===== config.mk =====
export PLATFORM = sky130hd
export DESIGN_NAME = pwgate_top
export DESIGN_NICKNAME = d
export VERILOG_FILES = /design/src/rtl/pwg_pkg.sv /design/src/rtl/pwg_cmd_decode.sv /design/src/rtl/pwg_pw_store.sv /design/src/rtl/pwg_busy_timer.sv /design/src/rtl/pwg_tamper.sv /design/src/rtl/pwgate_top.sv
export SDC_FILE = /design/constraint.sdc
export NUM_CORES = 1
export LEC_CHECK = 0
export BUFFER_PORTS_ARGS = -buffer_cell sky130_fd_sc_hd__clkbuf_2
export CORE_MARGIN = 4
export CORE_UTILIZATION = 46
export DETAILED_ROUTE_END_ITERATION = 7
export PLACE_DENSITY = 0.88
export SYNTH_ARGS = -nofsm -noshare
export SYNTH_HDL_FRONTEND = slang
export SYNTH_SLANG_ARGS = --single-unit

===== constraint.sdc =====
create_clock -name clk -period 2 [get_ports clk]
set_clock_uncertainty 0.15 [all_clocks]
set_input_delay 0.5 -clock clk [delete_from_list [all_inputs] [get_ports clk]]
set_output_delay 0.5 -clock clk [all_outputs]
set_load 0.02 [all_outputs]

===== src/rtl/pwg_pkg.sv =====
package pwg_pkg;

  localparam logic [7:0] CMD_MRD  = 8'h80;
  localparam logic [7:0] CMD_MWR  = 8'h90;
  localparam logic [7:0] CMD_ORD  = 8'h88;
  localparam logic [7:0] CMD_OWR  = 8'h98;
  localparam logic [7:0] CMD_RST  = 8'hE8;
  localparam logic [7:0] CMD_POLL = 8'hF0;
  localparam logic [7:0] CMD_NRD  = 8'hC8;
  localparam logic [7:0] CMD_NWR  = 8'hD8;

  typedef enum logic [2:0] {
    ST_IDLE, ST_CMD, ST_PW, ST_DATA, ST_SKIP
  } pwg_state_e;

  typedef enum logic [2:0] {
    PW_MRD, PW_MWR, PW_ORD, PW_OWR, PW_RST
  } pw_sel_e;

  typedef struct packed {
    logic    is_pw;
    logic    is_rst;
    logic    is_poll;
    logic    is_nopw;
    pw_sel_e sel;
  } cmd_info_t;

endpackage


===== src/rtl/pwg_cmd_decode.sv =====
module pwg_cmd_decode
  import pwg_pkg::*;
(
  input  logic [7:0] code,
  output cmd_info_t  info
);
  always_comb begin
    info = '{is_pw: 1'b0, is_rst: 1'b0, is_poll: 1'b0, is_nopw: 1'b0, sel: PW_MRD};
    case (code)
      CMD_MRD:  begin info.is_pw = 1'b1; info.sel = PW_MRD; end
      CMD_MWR:  begin info.is_pw = 1'b1; info.sel = PW_MWR; end
      CMD_ORD:  begin info.is_pw = 1'b1; info.sel = PW_ORD; end
      CMD_OWR:  begin info.is_pw = 1'b1; info.sel = PW_OWR; end
      CMD_RST:  begin info.is_pw = 1'b1; info.is_rst = 1'b1; info.sel = PW_RST; end
      CMD_POLL: info.is_poll = 1'b1;
      CMD_NRD, CMD_NWR: info.is_nopw = 1'b1;
      default: ;
    endcase
  end
endmodule


===== src/rtl/pwg_pw_store.sv =====
module pwg_pw_store
  import pwg_pkg::*;
#(
  parameter int PW_BYTES = 8,
  parameter int NUM_PW   = 5,
  localparam int PW_BITS = PW_BYTES * 8,
  localparam int IDXW    = (PW_BYTES > 1) ? $clog2(PW_BYTES) : 1
) (
  input  logic            clk,
  input  logic            rst,
  input  pw_sel_e         sel,
  input  logic [IDXW-1:0] idx,
  output logic [7:0]      byte_o
);
  logic [PW_BITS-1:0] pw_q [NUM_PW];

  always_ff @(posedge clk) begin
    if (rst) begin
      for (int i = 0; i < NUM_PW; i++) pw_q[i] <= '0;
    end
  end

  // first received byte maps to the most significant byte
  always_comb begin
    byte_o = 8'h00;
    for (int i = 0; i < NUM_PW; i++) begin
      if (int'(sel) == i)
        byte_o = pw_q[i][(PW_BYTES - 1 - int'(idx)) * 8 +: 8];
    end
  end
endmodule


===== src/rtl/pwg_busy_timer.sv =====
module pwg_busy_timer #(
  parameter int BUSY_CYC = 16,
  localparam int CW = $clog2(BUSY_CYC + 1)
) (
  input  logic clk,
  input  logic rst,
  input  logic load,
  output logic busy
);
  logic [CW-1:0] cnt_q;

  always_ff @(posedge clk) begin
    if (rst)              cnt_q <= '0;
    else if (load)        cnt_q <= CW'(BUSY_CYC);
    else if (cnt_q != '0) cnt_q <= cnt_q - 1'b1;
  end

  assign busy = (cnt_q != '0);
endmodule


===== src/rtl/pwg_tamper.sv =====
module pwg_tamper #(
  parameter int TAMPER_MAX = 8,
  localparam int CW = (TAMPER_MAX > 1) ? $clog2(TAMPER_MAX) : 1
) (
  input  logic clk,
  input  logic rst,
  input  logic miss,
  input  logic clr,
  output logic tamper
);
  logic [CW-1:0] cnt_q;

  always_ff @(posedge clk) begin
    if (rst || clr) begin
      cnt_q  <= '0;
      tamper <= 1'b0;
    end else if (miss) begin
      if (cnt_q == CW'(TAMPER_MAX - 1)) begin
        cnt_q  <= '0;
        tamper <= 1'b1;
      end else begin
        cnt_q <= cnt_q + 1'b1;
      end
    end
  end
endmodule


===== src/rtl/pwgate_top.sv =====
module pwgate_top
  import pwg_pkg::*;
#(
  parameter int          PW_BYTES   = 8,
  parameter int          BUSY_CYC   = 20,
  parameter int          TAMPER_MAX = 8,
  parameter logic [30:0] ID_CODE    = 31'h0A5C_3E1
) (
  input  logic        clk,
  input  logic        rst,
  input  logic        byte_vld,
  input  logic [7:0]  byte_in,
  input  logic        start_evt,
  input  logic        stop_evt,
  output logic        ack_vld,
  output logic        ack_out,
  output logic        grant,
  output logic        locked,
  output logic        tamper_bit,
  output logic [31:0] devid
);
  localparam int IDXW = (PW_BYTES > 1) ? $clog2(PW_BYTES) : 1;
  localparam logic [IDXW-1:0] LAST_IDX = IDXW'(PW_BYTES - 1);

  pwg_state_e      st_q;
  pw_sel_e         sel_q;
  logic [IDXW-1:0] idx_q;
  logic            mis_q, pend_ok_q, pend_rst_q;
  logic            load_q, miss_q, clr_q;
  logic            busy_w, at_cmd, mis_now;
  logic [7:0]      ref_byte;
  cmd_info_t       info;

  pwg_cmd_decode u_dec (.code(byte_in), .info(info));

  pwg_pw_store #(.PW_BYTES(PW_BYTES), .NUM_PW(5)) u_store (
    .clk(clk), .rst(rst), .sel(sel_q), .idx(idx_q), .byte_o(ref_byte));

  pwg_busy_timer #(.BUSY_CYC(BUSY_CYC)) u_busy (
    .clk(clk), .rst(rst), .load(load_q), .busy(busy_w));

  pwg_tamper #(.TAMPER_MAX(TAMPER_MAX)) u_tamp (
    .clk(clk), .rst(rst), .miss(miss_q), .clr(clr_q), .tamper(tamper_bit));

  assign at_cmd  = (st_q == ST_CMD);
  assign mis_now = mis_q | (byte_in != ref_byte);
  assign locked  = tamper_bit;
  assign devid   = {tamper_bit, ID_CODE};

  always_ff @(posedge clk) begin
    if (rst) begin
      st_q       <= ST_IDLE;
      sel_q      <= PW_MRD;
      idx_q      <= '0;
      mis_q      <= 1'b0;
      pend_ok_q  <= 1'b0;
      pend_rst_q <= 1'b0;
      load_q     <= 1'b0;
      miss_q     <= 1'b0;
      clr_q      <= 1'b0;
      ack_vld    <= 1'b0;
      ack_out    <= 1'b0;
      grant      <= 1'b0;
    end else begin
      ack_vld <= 1'b0;
      load_q  <= 1'b0;
      miss_q  <= 1'b0;
      clr_q   <= 1'b0;
      if (stop_evt) begin
        st_q  <= ST_IDLE;
        grant <= 1'b0;
      end else if (start_evt) begin
        st_q <= ST_CMD;
      end else if (byte_vld) begin
        case (st_q)
          ST_CMD: begin
            ack_vld <= 1'b1;
            ack_out <= 1'b0;
            st_q    <= ST_SKIP;
            if (busy_w) begin
              ack_out <= 1'b0;
            end else if (info.is_poll) begin
              if (pend_ok_q) begin
                ack_out <= 1'b1;
                if (pend_rst_q) begin
                  clr_q <= 1'b1;
                end else begin
                  grant <= 1'b1;
                  st_q  <= ST_DATA;
                end
              end
              pend_ok_q <= 1'b0;
            end else if (info.is_pw) begin
              if (!locked || info.is_rst) begin
                ack_out    <= 1'b1;
                sel_q      <= info.sel;
                pend_ok_q  <= 1'b0;
                pend_rst_q <= info.is_rst;
                idx_q      <= '0;
                mis_q      <= 1'b0;
                st_q       <= ST_PW;
              end
            end else if (info.is_nopw) begin
              ack_out <= 1'b1;
              st_q    <= ST_DATA;
            end
          end
          ST_PW: begin
            ack_vld <= 1'b1;
            ack_out <= 1'b1;
            mis_q   <= mis_now;
            if (idx_q == LAST_IDX) begin
              pend_ok_q <= ~mis_now;
              miss_q    <= mis_now;
              load_q    <= 1'b1;
              st_q      <= ST_SKIP;
            end else begin
              idx_q <= idx_q + 1'b1;
            end
          end
          ST_DATA: begin
            ack_vld <= 1'b1;
            ack_out <= 1'b1;
          end
          default: ;
        endcase
      end
    end
  end
endmodule


# After elaboration in Yosys (flattened, before gate mapping)
# Index checks and enable logic that the tools add are counted.
# word_totals
inputBits,13
output_inout_bits,37
ff_bits,27
# op_classes
shifts,5
n_reduce_logical,30
n_addsub,4
bitwise_logic,12
mux,49
eq_ne,27
# ops
cell,count
variable part select 64 x 32 -> 8 bit (first input constant),5
== test 8 bit (second input constant),8
two-way mux 3 bit,14
two-way mux 8 bit,5
AND reduction 8 bit,3
two-way mux 1 bit,22
== test 3 bit (second input constant),5
case mux 3 bit (2 select lines),2
case mux 3 bit (4 select lines),1
inverter 1 bit,11
two-way mux 5 bit,2
OR reduction 5 bit,2
== test 3 x 2 -> 1 bit (second input constant),3
AND reduction 9 bit,1
inequality test 2 bit (second input constant),4
inequality test 8 bit,1
nonzero test 2 bit,4
OR reduction 2 bit,4
OR reduction 8 bit,1
AND reduction 7 bit,1
adder 3 x 1 -> 3 bit (second input constant),2
inequality test 3 x 1 -> 1 bit (second input constant),2
case mux 1 bit (2 select lines),3
AND reduction 3 bit,2
other kinds (16),19

# Depth between registers and ports, before layout
# logic_depth
word_depth,12
ltp_mapped,6
depth_no_buf,6

# Cells and area by module
# A second synthesis with hierarchy kept.
# hier_totals
cells_unflattened,204
area_unflattened_um2,1784.2
# by_module_without_submodules
module,area_per_inst_um2,instances,seq_area_each_um2,cells_each
pwgate_top,1232.4,1,360.3,140
pwg_busy_timer,230.2,1,100.1,25
pwg_tamper,172.7,1,80.1,15
pwg_cmd_decode,85.1,1,0.0,15
pwg_pw_store,63.8,1,0.0,9

# Worst setup path before layout
# OpenSTA, ideal clock, no wires.
# synth_path
path_type,reg2reg
startpoint,register idx_q[0]
endpoint,register pend_ok_q
slack_ns,0.045
period_less_slack_ns,1.955
arrival_ns,1.704
required_time_ns,1.749
path_buffers,0
path_stages_with_launch,7
path_cell_list,dfxtp_1 > ha_1 > ha_1 > nand3b_1 > a21o_1 > or4_1 > o41ai_1
# synth_between
elab_chain_cells,12
word_cells_on_any_way,19
classes_between,add/sub (1); eq/ne (3); shift (5); mux (7); bitwise (2); reduce/logical (1)
# synth_rtl
element,line_no,rtl
from (decl),pwgate_top.sv:27,logic [IDXW-1:0] idx_q;
from (signal assigned),pwgate_top.sv:118,idx_q <= idx_q + 1'b1;
subtractor 3 x 3 -> 4 bit,pwg_pw_store.sv:28,byte_o = pw_q[i][(PW_BYTES - 1 - int'(idx)) * 8 +: 8];
variable part select 64 x 32 -> 8 bit,pwg_pw_store.sv:28,
two-way mux 8 bit (5 in series),pwg_pw_store.sv:27,if (int'(sel) == i)
inequality test 8 bit,pwgate_top.sv:46,assign mis_now = mis_q | (byte_in != ref_byte);
bitwise OR 1 bit,pwgate_top.sv:46,
inverter 1 bit,pwgate_top.sv:113,pend_ok_q <= ~mis_now;
two-way mux 1 bit,pwgate_top.sv:112,if (idx_q == LAST_IDX) begin
case mux 1 bit (2 select lines),pwgate_top.sv:75,case (st_q)
to (signal assigned),pwgate_top.sv:113,
to (decl),pwgate_top.sv:28,"logic mis_q, pend_ok_q, pend_rst_q;"
# Parallel ways exist; a longest one is shown, timed or not. The select of a mux whose other input is x is not followed.
# A chain may end at the register's enable or synchronous reset.

# Final worst setup path
# layout_path
startpoint,register u_busy.cnt_q[1]
endpoint,register pend_ok_q
# layout_between
elab_chain_cells,3
# layout_rtl
element,line_no,rtl
from (decl),pwg_busy_timer.sv:10,logic [CW-1:0] cnt_q;
from (signal assigned),pwg_busy_timer.sv:14,else if (load) cnt_q <= CW'(BUSY_CYC);
from (signal assigned),pwg_busy_timer.sv:15,else if (cnt_q != '0) cnt_q <= cnt_q - 1'b1;
nonzero test 5 bit,pwg_busy_timer.sv:18,assign busy = (cnt_q != '0);
inequality test 2 bit (no source line),--,
AND reduction 8 bit (no source line),--,
# No other way between the ends.

==> results by group <==
Drt
  – Via/cell ratio: about 5.2
  – # DRC: 0
  – Drt wl/cell: roughly 13 um
  – Via count: 1429
  – Routed Antenna Nets: 0
  – Final WL: 3560 um
  – DRT Pass-1 Iters: 4
  – Detailed router's first-iteration violation count: 42

GRT
  – GRT Resource Usage Total: 15.2%
  – Largest net degree at the start of global routing: 20
  – Vias in the first global route: 1270
  – Gr ovfl total: 0
  – Antenna violations before repair: 0
  – First-pass GRT wire length: 5430 um

Synth
  – Synth unique cells: 47
  – Post-Synth Adder-Cell Area: 4.66%
  – Synth top area share: between 20% and 30%
  – Post-synth EDFFs: 0
  – Yosys reg bits: 24
  – Syn avg cell area: 8.26 um^2
  – Multiplexer share of the synthesized area: 1.86%
  – FFs w/ async S/R, synth: 0%
  – Seq/Total Area, Yosys: 29.8%
  – Most used flip-flop cell after synthesis: dfxtp_1
  – Largest family of logic cells by synthesized area: simple AND/OR/NAND/NOR gates
  – Post-synthesis simple-gate area fraction: 27.1%
  – Cell accounting for the most synthesized area: dfxtp_1
  – Synth top area cells: dfxtp_1 30%, buf_4 15%, nor3_1 5.3%
  – Post-synthesis compound-gate area fraction: 15.9%
  – Synthesized area: approximately 1600 um^2
  – Post-Synth XOR/XNOR Area: 1.63%
  – Post-Synthesis Cells: 195
  – Ys Warns: 0

Clocking
  – Deepest clock path buffer count: 2
  – Clock tree from TritonCTS: built
  – Skew-Pair Late Insertion Delay: 0.31 ns
  – Reg clk slew, reported paths: between 0.1 and 0.15 ns
  – CTS sink cnt: 24
  – Htree depth: 1
  – Clk root buf: clkbuf_4
  – TritonCTS Buffers: 3

STA
  – Period minus WS final: around 2.1 ns
  – Max-slew violations: 0
  – Slew headroom: 60.3%
  – Final Setup Violations: 1
  – Worst setup margin: -0.0517 ns
  – Final period util: 103%
  – Tightest Pin Transition: 0.588 ns
  – Hold_ws: 0.336 ns
  – Final hold viol count: 0
  – RSZ-0062 raised after global routing: yes
  – Fmax: 487 MHz

Worst setup path
  – CP Launch Type: flip-flop
  – Crit path DAT: 2.12 ns
  – Crit-path max cell delay: around 0.54 ns
  – Crit path cell chain: inv_2 > ha_4 > nor4b_4 > buf_4 > a21oi_4 > or4_4 > o41ai_4
  – CP max-delay cell: or4_4
  – Endpoint type of the worst setup path: flip-flop
  – Reg-to-reg slack, setup: -0.05 ns
  – Start point of the critical path: u_busy.cnt_q[1]
  – Worst-path fanout max: 5
  – Kind of critical path: flip-flop to flip-flop
  – R2r endpoint: pend_ok_q
  – R2R cell count: 7
  – Setup crit end: pend_ok_q
  – RR Startpoint: u_busy.cnt_q[1]
  – Data required time of the worst path: 2.07 ns

Placement
  – IO Port Bufs: 18
  – Final Wtd Congestion: 0.905
  – Post-DP HPWL: 2630 um

Power
  – Clock Power Share: 17.2%
  – Leakage: 0.805 nW
  – Max VDD drop: 382 uV
  – Combinational share of power: 41.8%
  – Sequential share of power: 41.0%
  – Pwr dens: 790 nW/um^2
  – Psw: 0.503 mW
  – Switching share of power: roughly a third
  – Int Pwr: around 0.94 mW

Die
  – Core Box Area: 3360 um^2
  – Die width: 67.2 um
  – Initial Util: between 40 and 50%
  – Die Area: between 4000 and 5000 um^2
  – Die H: around 67 um
  – Core Rows: 21
  – IO Pins: 50

Final layout
  – Synthesis-to-layout area growth: 13.2%
  – Final core utilization: 54.2%
  – Share of post-route cells with drive strength above 1: 26.4%
  – Inserted Diodes: 0
  – Filler cell count: around 330
  – Final net count: 247

Run status
  – Status: complete, but fails checks
  – Failing checks: negative setup slack

Min path
  – Hold Startpoint: stop_evt
  – Worst Hold Class: input pin to flip-flop

Flow run
  – Max Cap Violations: 0
-- state kept, by name (all words and copies together) (netlist names) --
register	flops
mis_q	1
ack_vld	1
idx_q	3
load_q	1
u_busy.cnt_q	5
st_q	3
pend_rst_q	1
miss_q	1
u_tamp.cnt_q	3
u_tamp.tamper	1
grant	1
ack_out	1
pend_ok_q	1
clr_q	1
-- metrics by stage --
stage	instances	power, mW	setup TNS (ns)	worst slack [ns]	area, um^2
4_1_cts	270	1.36	0	0.0243	1750
3_5_place_dp	265	1.08	-0.129	-0.108	1710
6_report	273	1.44	-0.0517	-0.0517	1820
2_1_floorplan	224	0.983	0	0.0448	1720
3_3_place_gp	265	1.06	-0.00228	-0.00228	1710
5_1_grt	273	1.54	-0.268	-0.167	1820
-- synth_stat cells, types with 4 or more instances --
cell type,instances
a21oi_1,9
a31oi_1,7
and2_1,4
buf_4,33
dfxtp_1,24
ha_1,6
inv_1,5
nand2_1,13
nor2_1,10
nor2b_1,4
nor3_1,17
o21ai_0,4
-- what timing repair did --
action                                  in CTS  in global routing
endpoints found under the setup margin       1                  6
pin swaps                                    0                  4
hold buffers                                 0                  0
gates resized for setup                      0                 12
cloned                                       0                  0
setup buffers                                1                  3
-- how the worst min path moves through the flow --
stage                                 end  cells after the start
after global routing                grant                      3
after floorplan                     clr_q                      2
after global placement    u_tamp.cnt_q[0]                      1
after CTS                           grant                      3
after detailed placement            clr_q                      2
final                               grant                      3
-- layout by cell type (no fill, tap or decap), types with 2 or more instances in the layout --
cell	n
o211ai_1	3
o21ai_0	4
a21oi_1	9
inv_2	2
buf_4	20
xnor2_1	2
nor3b_1	3
nor3_1	17
clkbuf_2	18
clkbuf_4	3
nand3b_1	2
dfxtp_2	3
nand3_1	3
nor4_1	3
a31oi_1	7
and2_1	4
nand2_1	13
ha_1	5
nand4b_1	2
nor2_1	9
nor2b_1	4
a211oi_1	3
conb_1	31
dfxtp_1	21
a21o_1	2
inv_1	3
or3b_2	2
nand2b_1	3
mux2i_1	3
or3_1	2
-- kinds of logic (layout without fill, tap and decap cells) --
group                    Yosys count  count (layout)
AND/OR/NAND/NOR                   75              75
XOR/XNOR                           3               3
multiplexers                       3               3
adder cells (fa/ha/maj)            6               6
buffers and inverters             44              47
flip-flops                        24              24
AO/OA/AOI/OAI                     38              38
other                              2              31
-- routing by layer --
metal  track usage [%]  up-vias  part of all wire, %
met5                 0        -                    0
met4              4.05        0                 0.76
met3              3.33        2                  6.8
met2              26.1       55                   51
met1              19.2      675                   41
li1                  -      697                    -
-- critical path: cells and delay by family, from the launching register on --
kind | cells | cell delay (ns)
adder cells (fa/ha/maj) | 1 | 0.13
AND/OR/NAND/NOR | 2 | 0.72
flip-flops | 1 | 0.35
buffers and inverters | 2 | 0.26
AO/OA/AOI/OAI | 2 | 0.36
-- area by class of cell --
| cell class | count | area, um^2 | area share [%] |
|---|---|---|---|
| multi-input combinational | 156 | 986 | 54.1 |
| sequential | 24 | 484 | 26.6 |
| timing repair buffer | 38 | 240 | 13.2 |
| tap | 46 | 57.6 | 3.16 |
| clock buffer | 4 | 36.3 | 1.99 |
| inverter | 5 | 18.8 | 1.03 |
-- power groups by stage --
| stage | logic [mW] | clock network (mW) | registers (mW) |
|---|---|---|---|
| 3_5_place_dp | 0.486 | 0 | 0.593 |
| 5_1_grt | 0.667 | 0.279 | 0.599 |
| 2_1_floorplan | 0.401 | 0 | 0.582 |
| 6_report | 0.602 | 0.248 | 0.590 |
| 3_3_place_gp | 0.467 | 0 | 0.592 |
| 4_1_cts | 0.513 | 0.262 | 0.584 |
(Power assumes the default switching activity.)
